==> src/rtl/alu8_pkg.sv <==
package alu8_pkg;

  localparam int NFLAG = 5;

  typedef enum logic [3:0] {
    OP_ADD = 4'd0,
    OP_ADC = 4'd1,
    OP_SUB = 4'd2,
    OP_SBC = 4'd3,
    OP_CP  = 4'd4,
    OP_CPC = 4'd5,
    OP_AND = 4'd6,
    OP_OR  = 4'd7,
    OP_XOR = 4'd8,
    OP_COM = 4'd9,
    OP_NEG = 4'd10,
    OP_INC = 4'd11,
    OP_DEC = 4'd12,
    OP_CLR = 4'd13,
    OP_SER = 4'd14,
    OP_RSV = 4'd15
  } alu_op_e;

  // bit4..bit0 = H V N Z C
  typedef struct packed {
    logic h;
    logic v;
    logic n;
    logic z;
    logic c;
  } alu_flags_t;

  localparam alu_flags_t MASK_ALL  = '{h: 1'b1, v: 1'b1, n: 1'b1, z: 1'b1, c: 1'b1};
  localparam alu_flags_t MASK_ZNV  = '{h: 1'b0, v: 1'b1, n: 1'b1, z: 1'b1, c: 1'b0};
  localparam alu_flags_t MASK_ZNVC = '{h: 1'b0, v: 1'b1, n: 1'b1, z: 1'b1, c: 1'b1};
  localparam alu_flags_t MASK_NONE = '0;

endpackage

==> src/rtl/alu8_addsub.sv <==
module alu8_addsub #(
  parameter int W = 8
) (
  input  logic [W-1:0] x,
  input  logic [W-1:0] y,
  input  logic         ci,
  input  logic         sub,
  output logic [W-1:0] r,
  output logic         co,
  output logic         hc,
  output logic         ov
);
  localparam int HW = W / 2;

  logic [W:0]  wide;
  logic [HW:0] low;

  always_comb begin
    if (sub) begin
      wide = {1'b0, x} - {1'b0, y} - {{W{1'b0}}, ci};
      low  = {1'b0, x[HW-1:0]} - {1'b0, y[HW-1:0]} - {{HW{1'b0}}, ci};
    end else begin
      wide = {1'b0, x} + {1'b0, y} + {{W{1'b0}}, ci};
      low  = {1'b0, x[HW-1:0]} + {1'b0, y[HW-1:0]} + {{HW{1'b0}}, ci};
    end
    r  = wide[W-1:0];
    co = wide[W];
    hc = low[HW];
    if (sub) ov = (x[W-1] != y[W-1]) && (wide[W-1] != x[W-1]);
    else     ov = (x[W-1] == y[W-1]) && (wide[W-1] != x[W-1]);
  end
endmodule

==> src/rtl/alu8_bitwise.sv <==
module alu8_bitwise
  import alu8_pkg::*;
#(
  parameter int W = 8
) (
  input  logic [3:0]   op,
  input  logic [W-1:0] a,
  input  logic [W-1:0] b,
  output logic [W-1:0] r
);
  always_comb begin
    unique case (alu_op_e'(op))
      OP_AND:  r = a & b;
      OP_OR:   r = a | b;
      OP_XOR:  r = a ^ b;
      OP_COM:  r = ~a;
      OP_CLR:  r = '0;
      OP_SER:  r = '1;
      default: r = a;
    endcase
  end
endmodule

==> src/rtl/alu8_flagsel.sv <==
module alu8_flagsel
  import alu8_pkg::*;
#(
  parameter int W = 8
) (
  input  logic [3:0]   op,
  input  alu_flags_t   fi,
  input  logic [W-1:0] ar,
  input  logic         ac,
  input  logic         ah,
  input  logic         av,
  input  logic [W-1:0] lr,
  output logic [W-1:0] res,
  output alu_flags_t   fo_raw,
  output alu_flags_t   we,
  output logic         rwe
);
  logic arith_sel;

  always_comb begin
    unique case (alu_op_e'(op))
      OP_ADD, OP_ADC, OP_SUB, OP_SBC, OP_CP, OP_CPC,
      OP_NEG, OP_INC, OP_DEC: arith_sel = 1'b1;
      default:                arith_sel = 1'b0;
    endcase
    res = arith_sel ? ar : lr;

    fo_raw.c = ac;
    fo_raw.h = ah;
    fo_raw.v = arith_sel ? av : 1'b0;
    fo_raw.n = res[W-1];
    fo_raw.z = (res == '0);
    we  = MASK_NONE;
    rwe = 1'b1;

    unique case (alu_op_e'(op))
      OP_ADD, OP_ADC, OP_SUB, OP_NEG: we = MASK_ALL;
      OP_SBC: begin
        we = MASK_ALL;
        fo_raw.z = fi.z & (res == '0);
      end
      OP_CP: begin
        we  = MASK_ALL;
        rwe = 1'b0;
      end
      OP_CPC: begin
        we  = MASK_ALL;
        rwe = 1'b0;
        fo_raw.z = fi.z & (res == '0);
      end
      OP_AND, OP_OR, OP_XOR, OP_INC, OP_DEC, OP_CLR: we = MASK_ZNV;
      OP_COM: begin
        we = MASK_ZNVC;
        fo_raw.c = 1'b1;
      end
      OP_SER: we = MASK_NONE;
      default: begin
        we  = MASK_NONE;
        rwe = 1'b0;
      end
    endcase
  end
endmodule

==> src/rtl/alu8_core.sv <==
module alu8_core
  import alu8_pkg::*;
#(
  parameter int W = 8
) (
  input  logic             clk,
  input  logic             rst_n,
  input  logic             in_valid,
  output logic             in_ready,
  input  logic [3:0]       op,
  input  logic [W-1:0]     a,
  input  logic [W-1:0]     b,
  input  logic [NFLAG-1:0] flags_in,
  output logic             out_valid,
  input  logic             out_ready,
  output logic [W-1:0]     res,
  output logic [NFLAG-1:0] flags_out,
  output logic [NFLAG-1:0] flag_we,
  output logic             res_we
);
  alu_flags_t   fi;
  logic [W-1:0] opx, opy;
  logic         op_ci, op_sub;
  logic [W-1:0] ar, lr, nres;
  logic         ac, ah, av, nrwe;
  alu_flags_t   fo_raw, nwe, nfo;

  assign fi = alu_flags_t'(flags_in);

  // operand steering for the shared adder/subtractor
  always_comb begin
    opx    = a;
    opy    = b;
    op_ci  = 1'b0;
    op_sub = 1'b0;
    unique case (alu_op_e'(op))
      OP_ADC: op_ci = fi.c;
      OP_SUB, OP_CP: op_sub = 1'b1;
      OP_SBC, OP_CPC: begin
        op_sub = 1'b1;
        op_ci  = fi.c;
      end
      OP_NEG: begin
        opx    = '0;
        opy    = a;
        op_sub = 1'b1;
      end
      OP_INC: opy = W'(1);
      OP_DEC: begin
        opy    = W'(1);
        op_sub = 1'b1;
      end
      default: ;
    endcase
  end

  alu8_addsub #(.W(W)) u_addsub (
    .x(opx), .y(opy), .ci(op_ci), .sub(op_sub),
    .r(ar), .co(ac), .hc(ah), .ov(av)
  );

  alu8_bitwise #(.W(W)) u_bitwise (
    .op(op), .a(a), .b(b), .r(lr)
  );

  alu8_flagsel #(.W(W)) u_flagsel (
    .op(op), .fi(fi), .ar(ar), .ac(ac), .ah(ah), .av(av), .lr(lr),
    .res(nres), .fo_raw(fo_raw), .we(nwe), .rwe(nrwe)
  );

  // unwritten flags pass through from the input
  assign nfo = (fo_raw & nwe) | (fi & ~nwe);

  assign in_ready = !out_valid || out_ready;

  always_ff @(posedge clk or negedge rst_n) begin
    if (!rst_n) begin
      out_valid <= 1'b0;
      res       <= '0;
      flags_out <= '0;
      flag_we   <= '0;
      res_we    <= 1'b0;
    end else if (in_ready) begin
      out_valid <= in_valid;
      if (in_valid) begin
        res       <= nres;
        flags_out <= nfo;
        flag_we   <= nwe;
        res_we    <= nrwe;
      end
    end
  end
endmodule

==> config.mk <==
export PLATFORM = sky130hd
export DESIGN_NAME = alu8_core
export DESIGN_NICKNAME = d
export VERILOG_FILES = /design/src/rtl/alu8_pkg.sv /design/src/rtl/alu8_addsub.sv /design/src/rtl/alu8_bitwise.sv /design/src/rtl/alu8_flagsel.sv /design/src/rtl/alu8_core.sv
export SDC_FILE = /design/constraint.sdc
export NUM_CORES = 1
export LEC_CHECK = 0
export ABC_AREA = 1
export BUFFER_PORTS_ARGS = -buffer_cell sky130_fd_sc_hd__buf_4
export CAP_MARGIN = 10
export CELL_PAD_IN_SITES_DETAIL_PLACEMENT = 2
export CELL_PAD_IN_SITES_GLOBAL_PLACEMENT = 2
export CORE_ASPECT_RATIO = 1.4
export CORE_MARGIN = 2
export CORE_UTILIZATION = 27
export CTS_CLUSTER_SIZE = 16
export DETAILED_ROUTE_END_ITERATION = 12
export PLACE_DENSITY = 0.83
export SYNTH_ARGS = -nofsm -noshare
export SYNTH_HDL_FRONTEND = slang
export SYNTH_SLANG_ARGS = --single-unit
export TNS_END_PERCENT = 50
==> constraint.sdc <==
create_clock -name clk -period 1.2 [get_ports clk]
set_input_delay 0.18 -clock clk [delete_from_list [all_inputs] [get_ports clk]]
set_output_delay 0.18 -clock clk [all_outputs]
set_load 0.05 [all_outputs]
==> load_flow_metrics.sql, run 1 <==
INSERT INTO impl_metrics (metric_group, metric, value, unit) VALUES
('yosys', 'number_of_synthesized_flops_with_an_enable_pin', '0', ''),
('cells_and_area', 'area_growth_syn_to_layout', '82.82', '%'),
('pwr', 'finalPower', '5.338', 'mW'),
('global_route', 'grt_usage', '38.82', '%'),
('yosys', 'synthesis.area_per_instance', '6.147', 'um2'),
('hold_path', 'hold_class', 'input pin to flop', ''),
('floorplan', 'total_i_o_pin_count', '50', ''),
('cts', 'clock_sink_count', '18', ''),
('yosys', 'synth_top_family_by_area', 'simple AND/OR/NAND/NOR gates', ''),
('worst_setup_path', 'rrSetupSlack', '-0.19', 'ns'),
('routing', 'routed-wl-met2', '11200', 'um'),
('timing', 'finalWorstSetupSlack', '-1.604', 'ns'),
('run_status', 'status', 'finished with violations', ''),
('cts', 'clock-root-buffer', 'sky130_fd_sc_hd__clkbuf_16', ''),
('cts', 'ctsHtreeMaxLevel', '1', ''),
('worst_setup_path', 'critical_path_peak_fanout', '7', ''),
('yosys', 'synth_largest_area_cell', 'sky130_fd_sc_hd__dfrtp_1', ''),
('worst_setup_path', 'path_class', 'input pin to flop', ''),
('cells_and_area', 'antenna_cells_inserted', '0', ''),
('cells_and_area', 'drive_gt1_share', '50.66', '%'),
('place', 'hpwlAfterDp', '12980', 'um'),
('yosys', 'synth_cell_type_count', '33', ''),
('yosys', 'async_flop_share', '100.0', '%'),
('routing', 'antenna_left', '0', ''),
('yosys', 'synth_compound_gate_area_share', '14.15', '%'),
('routing', 'drt_pre_antenna_iters', '5', ''),
('cts', 'tritoncts_clock_tree', 'yes', ''),
('worst_setup_path', 'critical_path.startpoint_type', 'input pin', ''),
('yosys', 'synthesis.instances', '436', ''),
('worst_setup_path', 'slowest_delay', '0.39', 'ns'),
('routing', 'amount_of_wire_on_met3_after_detailed_routing', '1063', 'um'),
('timing', 'maxSlewViolCount', '0', ''),
('cts', 'clock_latency', '0.27', 'ns'),
('timing', 'period_utilization_post_route', '233.7', '%'),
('cts', 'clock_edge_transition_at_the_registers_on_the_reported_setup_and_hold_paths', '0.07', 'ns'),
('routing', 'route.layer.met1.wl', '7856', 'um'),
('timing', 'timing.final.setup_violations', '17', ''),
('place', 'placed_area', '4312', 'um2'),
('global_route', 'first_global_vias', '4838', ''),
('yosys', 'synth_xor_xnor_area_share', '0.3268', '%'),
('timing', 'worst_slew_pin_slew', '0.3776', 'ns'),
('yosys', 'yosys-top-cells-area', 'sky130_fd_sc_hd__dfrtp_1 17%, sky130_fd_sc_hd__nand2_1 17%, sky130_fd_sc_hd__ha_1 16%', ''),
('run_status', 'failed_checks', 'negative setup slack', ''),
('floorplan', 'design.core.area', '9792', 'um2'),
('worst_setup_path', 'critical_path_buf_inv_count', '5', ''),
('yosys', 'yosysWarningCount', '0', ''),
('yosys', 'synth_nets', '504', ''),
('routing', 'detail_route.drc_violations', '0', ''),
('worst_setup_path', 'cp_delay_by_family_top', 'simple AND/OR/NAND/NOR gates', ''),
('pwr', 'ir_drop', '0.5693', 'mV'),
('floorplan', 'initial_utilization', '27.37', '%'),
('yosys', 'synth-seq-area-share', '16.81', '%'),
('cells_and_area', 'layout.cells.most_common', 'sky130_fd_sc_hd__buf_4', ''),
('global_route', 'gr-total-overflow', '0', ''),
('worst_setup_path', 'timing.critical_path.arrival', '2.94', 'ns'),
('timing', 'skew', '0.006380', 'ns'),
('floorplan', 'total_number_of_placement_rows', '43', ''),
('yosys', 'synth_top_cell_area_share', '16.81', '%'),
('floorplan', 'chip_width', '88.20', 'um'),
('worst_setup_path', 'timing.critical_path.required', '1.34', 'ns'),
('timing', 'post-route-min-period', '2.804', 'ns'),
('pwr', 'p_seq_share', '15.5', '%'),
('run', 'cap_viol_max_count', '0', ''),
('yosys', 'share_of_synthesized_cell_area_in_and_or_nand_and_nor_gates', '36.46', '%'),
('cells_and_area', 'design.final.nets', '679', ''),
('cts', 'cts_buffers', '3', ''),
('timing', 'rsz_0062_raised_after_global_routing', 'yes', ''),
('routing', 'detail_route.wirelength', '21530', 'um'),
('pwr', 'switching_share', '50.80', '%'),
('yosys', 'yosys_register_bits', '18', ''),
('worst_setup_path', 'path_cells', 'buf_8 -> buf_6 -> nor2_4 -> a2111oi_4 -> nor2_4 -> clkinv_4 -> o22ai_2 -> ha_4 -> inv_2 -> ha_4 -> nand2_1 -> inv_1 -> a21oi_2 -> nand2_1 -> nand2_1 -> nand3_2 -> nand2_2 -> nand2_2 -> nand2_2 -> nor2_2 -> nand2_1 -> nand2_2', '');
layer usage:
metal / vias to the layer above / GRT usage (%)
met5: - / 0.5051
met4: 0 / 24.43
met3: 100 / 6.233
met2: 226 / 68.47
met1: 2090 / 42.05
li1: 1756 / -
power by group through the flow:
stage	Clock [mW]	Combinational [mW]	Sequential [mW]
global placement	0	2.66	0.795
global route	0.845	3.84	0.836
finish	0.824	3.68	0.829
CTS	0.803	3.34	0.814
detailed placement	0	2.91	0.819
floorplan	0	1.18	1.20
sequential cells by signal, summed over array words and instances, names as in the netlist:
register / count
res_we: 1
flags_out: 5
flag_we: 3
res: 8
out_valid: 1
cell usage after synthesis (all sizes together) (2+ instances only):
cell type and count:
a22oi 3, buf 7, ha 35, o22ai 7
dfrtp 18, a21oi 19, fa 4, nand3 36
nand4 7, a31oi 7, nand3b 3, nor3 3
o211ai 6, clkinv 2, o21bai 2, nor2 55
nand2 123, o221ai 2, clkbuf 2, inv 74
o21ai 16
worst paths after layout:
check | startpoint | endpoint | depth (start not counted)
setup / recovery | op[1] | flags_out[1] | 22
setup reg to reg | out_valid | flags_out[4] | 5
min in group asynchronous | rst_n | res_we | 2
hold reg to reg | flag_we[4] | flag_we[4] | 2
max in group asynchronous | rst_n | flags_out[4] | 2
hold / removal | flags_in[2] | flags_out[2] | 3
kinds of logic (layout without fill, tap and decap cells):
kind of cell,after synthesis,after routing
simple gates,229,229
flops,18,18
xor+xnor,1,1
buf+inv,85,259
compound gates,64,64
fa+ha+maj,39,39
cell type report:
type	instances	area, um2	area share (%)
Clock buffer	4	88.84	1.813
Inverter	76	304.0	6.205
Multi-Input combinational cell	333	2464	50.28
Sequential cell	18	450.4	9.193
Tap cell	135	168.9	3.447
Timing Repair Buffer	179	1424	29.06
worst min-delay path: stages:
cell and delay, ns:
sky130_fd_sc_hd__buf_4 0.08, sky130_fd_sc_hd__a22oi_1 0.07, sky130_fd_sc_hd__nand2_2 0.07
through the flow:
| stage | utilization, % | worst slack [ns] |
|---|---|---|
| floorplan | - | -1.296 |
| CTS | 48.71 | -1.330 |
| finish | 50.04 | -1.604 |
| detailed placement | 44.03 | -1.849 |
| global route | 50.04 | -1.713 |
| global placement | 44.03 | -1.686 |
what timing repair did:
item,CTS,global route
cloned,0,0
pin swaps,45,36
hold endpoints to repair,18,0
endpoints found under the setup margin,18,18
hold buffers,1,0
resized for setup,95,30
setup buffers,6,4
Power figures use the tool's default switching activity.
==> inputs of run 2 (changes only) <==
ABC_AREA = default   (was 1)
CORE_UTILIZATION = 29   (was 27)
PLACE_DENSITY = 0.81   (was 0.83)
==> load_flow_metrics.sql, run 2 <==
INSERT INTO impl_metrics (metric_group, metric, value, unit) VALUES
('yosys', 'synthesis.instances', '355', ''),
('yosys', 'synthFlopType', 'sky130_fd_sc_hd__dfrtp_1', ''),
('place', 'hpwlAfterDp', '11940', 'um'),
('floorplan', 'chip_width', '85.91', 'um'),
('cells_and_area', 'layout.cells.most_common', 'sky130_fd_sc_hd__buf_4', ''),
('routing', 'antenna_left', '0', ''),
('place', 'routabilityCongestion', '0.8912', ''),
('routing', 'route.detailed.wl_per_inst', '32.84', 'um'),
('yosys', 'synthesis.area', '2724', 'um2'),
('floorplan', 'initial_utilization', '30.00', '%'),
('cells_and_area', 'antenna_cells_inserted', '0', ''),
('worst_setup_path', 'timing.critical_path.required', '1.37', 'ns'),
('global_route', 'first_global_vias', '4309', ''),
('cells_and_area', 'post_route_cell_area', '5005', 'um2'),
('cts', 'ctsHtreeMaxLevel', '1', ''),
('yosys', 'synth_largest_area_cell', 'sky130_fd_sc_hd__dfrtp_1', ''),
('timing', 'timing.fmax', '316.9', 'MHz'),
('routing', 'detail_route.wirelength', '21050', 'um'),
('yosys', 'synthesis.area_per_instance', '7.673', 'um2'),
('cells_and_area', 'reg_top3', 'res: 8 flops, flags_out: 5 flops, flag_we: 3 flops', ''),
('routing', 'detail_route.drc_violations', '0', ''),
('cts', 'tritoncts_clock_tree', 'yes', ''),
('floorplan', 'total_number_of_placement_rows', '41', ''),
('worst_setup_path', 'critical_path.startpoint_type', 'input pin', ''),
('hold_path', 'hold_path_depth', '2', ''),
('cells_and_area', 'largest_register_ff_count', '8', ''),
('cts', 'clock-root-buffer', 'sky130_fd_sc_hd__clkbuf_16', ''),
('pwr', 'power_leakage', '2.375', 'nW'),
('cells_and_area', 'sequential_cell_area', '450.4', 'um2'),
('floorplan', 'floorplan.die_area', '10190', 'um2'),
('global_route', 'gr-total-overflow', '0', ''),
('global_route', 'antenna_found_initial', '0', ''),
('timing', 'finalHoldViolCount', '0', ''),
('cells_and_area', 'drive_gt1_share', '54.12', '%'),
('cts', 'cts-root-to-sink-buffers', '2', ''),
('routing', 'detail_route.vias_per_cell', '6.109', ''),
('hold_path', 'hold_class', 'input pin to flop', ''),
('timing', 'maxSlewViolCount', '4', ''),
('routing', 'drt_pre_antenna_iters', '5', ''),
('cells_and_area', 'multi_input_area', '2600', 'um2'),
('run_status', 'status', 'finished with violations', ''),
('timing', 'finalWorstSetupSlack', '-1.956', 'ns'),
('routing', 'vias_after_detailed_routing', '3916', ''),
('run', 'cap_viol_max_count', '1', ''),
('cts', 'clock_edge_transition_at_the_registers_on_the_reported_setup_and_hold_paths', '0.06', 'ns'),
('place', 'port_buffers', '49', ''),
('cells_and_area', 'most_frequent_cells_in_the_layout', '170 x sky130_fd_sc_hd__buf_4, 36 x sky130_fd_sc_hd__nand2_1, 34 x sky130_fd_sc_hd__inv_1, 27 x sky130_fd_sc_hd__ha_1, 18 x sky130_fd_sc_hd__dfrtp_1', ''),
('timing', 'worst_slew_pin_slew', '1.525', 'ns'),
('timing', 'skew', '0.009210', 'ns'),
('cells_and_area', 'fill_cells', '921', ''),
('floorplan', 'total_i_o_pin_count', '50', ''),
('yosys', 'synth_cell_type_count', '63', ''),
('worst_setup_path', 'endpoint_kind', 'flop', ''),
('timing', 'period_utilization_post_route', '263.0', '%'),
('cells_and_area', 'area_growth_syn_to_layout', '83.74', '%'),
('floorplan', 'die_h', '118.7', 'um'),
('yosys', 'synth_top_cell_area_share', '16.54', '%'),
('yosys', 'yosys-top-cells-area', 'sky130_fd_sc_hd__dfrtp_1 17%, sky130_fd_sc_hd__ha_1 16%, sky130_fd_sc_hd__nand2_1 6.1%', ''),
('cts', 'clock_sink_count', '18', ''),
('yosys', 'synthMostInstantiatedCell', 'sky130_fd_sc_hd__nand2_1', ''),
('cells_and_area', 'max_flop_register', 'res', ''),
('global_route', 'grt_start_max_net_pins', '19', ''),
('timing', 'worst_slew_margin_rel', '-3.098', '%'),
('worst_setup_path', 'path_class', 'input pin to flop', ''),
('global_route', 'grt_usage', '35.41', '%'),
('cts', 'cts_buffers', '3', ''),
('worst_setup_path', 'timing.critical_path.arrival', '3.32', 'ns'),
('cells_and_area', 'design.final.nets', '603', ''),
('cts', 'clock_latency', '0.26', 'ns'),
('global_route', 'grt_first_pass_wirelength', '27040', 'um'),
('yosys', 'synth_nets', '423', ''),
('yosys', 'yosys_register_bits', '18', ''),
('timing', 'timing.final.setup_violations', '17', ''),
('timing', 'rsz_0062_raised_after_global_routing', 'yes', ''),
('place', 'placed_area', '4120', 'um2'),
('pwr', 'ir_drop', '0.4792', 'mV'),
('pwr', 'powerDensity', '1102', 'nW/um2'),
('pwr', 'finalPower', '5.515', 'mW'),
('yosys', 'synth-seq-area-share', '16.54', '%'),
('run_status', 'failed_checks', 'max-capacitance violations, max-slew violations, negative setup slack', ''),
('yosys', 'post_synth_most_frequent_cells', '44 x sky130_fd_sc_hd__nand2_1, 36 x sky130_fd_sc_hd__inv_1, 35 x sky130_fd_sc_hd__ha_1, 27 x sky130_fd_sc_hd__o21ai_0, 22 x sky130_fd_sc_hd__nor2_1', ''),
('yosys', 'async_flop_share', '100.0', '%'),
('floorplan', 'design.core.area', '9080', 'um2'),
('worst_setup_path', 'ff2ff_path_depth', '6', ''),
('yosys', 'yosysWarningCount', '0', ''),
('place', 'dp_slack', '-2.209', 'ns'),
('timing', 'post-route-min-period', '3.156', 'ns'),
('worst_setup_path', 'critical_path_peak_fanout', '6', ''),
('routing', 'detail_route.iter0.violations', '266', ''),
('yosys', 'number_of_synthesized_flops_with_an_enable_pin', '0', '');
-- run 2: cell count changes after synthesis, sizes merged, moves of 16 or more --
cell   delta
inv      -37
nand2    -77
nand3    -33
nor2     -33
o21ai    +16
-- run 2: kinds of logic after synthesis --
family / Yosys count / share of synthesized area, %
flops: 18 / 16.54
buf+inv: 55 / 9.554
compound gates: 109 / 27.15
mux: 6 / 2.297
fa+ha+maj: 39 / 19.02
simple gates: 115 / 20.99
xor+xnor: 13 / 4.456
-- run 2: cell type report --
| type | count | area share, % |
|---|---|---|
| Tap cell | 107 | 2.675 |
| Clock buffer | 4 | 1.775 |
| Timing Repair Buffer | 193 | 31.67 |
| Multi-Input combinational cell | 282 | 51.95 |
| Sequential cell | 18 | 9.000 |
| Inverter | 37 | 2.925 |
-- run 2: through the flow --
step	TNS, ns	utilization (%)	hold WS, ns	instances
floorplan	-21.14	-	-0.1156	355
global placement	-21.85	45.38	0.05693	617
detailed placement	-24.76	45.38	0.06219	617
CTS	-18.06	51.77	0.2234	630
global route	-21.33	55.12	0.1918	641
finish	-20.42	55.12	0.1871	641
-- run 2: final timing paths --
kind                                 start            to  slack [ns]
worst min-delay path              in_valid     out_valid        0.19
max in group asynchronous            rst_n    flag_we[3]        0.61
worst min register to register  flag_we[0]    flag_we[0]        0.53
worst max-delay path                 op[2]  flags_out[1]       -1.96
worst max register to register   out_valid  flags_out[1]       -0.54
min in group asynchronous            rst_n        res[7]        0.37
-- run 2: critical path, cell delays in order --
cell and delay [ns]:
sky130_fd_sc_hd__buf_12 0.12, sky130_fd_sc_hd__buf_8 0.12, sky130_fd_sc_hd__nor2_4 0.09, sky130_fd_sc_hd__a22o_1 0.15, sky130_fd_sc_hd__a22oi_2 0.12, sky130_fd_sc_hd__buf_4 0.16
sky130_fd_sc_hd__fa_2 0.40, sky130_fd_sc_hd__fa_2 0.40, sky130_fd_sc_hd__a31o_4 0.26, sky130_fd_sc_hd__a31oi_4 0.22, sky130_fd_sc_hd__and3_1 0.24, sky130_fd_sc_hd__o31ai_2 0.12
sky130_fd_sc_hd__or4_4 0.52, sky130_fd_sc_hd__o31ai_4 0.22
-- run 2: where the power goes --
part | internal (mW) | switching [mW] | total [mW]
combinational | 1.64 | 2.26 | 3.90
clock | 0.510 | 0.279 | 0.789
sequential | 0.723 | 0.100 | 0.823
-- run 2: what timing repair did --
action | 4_1_cts | 5_1_grt
pin swaps | 27 | 32
resized for setup | 89 | 48
endpoints found under the setup margin | 18 | 18
hold endpoints to repair | 18 | 0
hold buffers | 1 | 0
buffers inserted | 10 | 12
-- run 2: per-layer routing --
layer | track usage [%] | vias to the layer above | routed length, um
met5 | 0 | - | 0
met4 | 21.23 | 0 | 1643
met3 | 4.469 | 125 | 1110
met2 | 65.26 | 241 | 10850
met1 | 36.95 | 1937 | 7448
li1 | - | 1613 | -
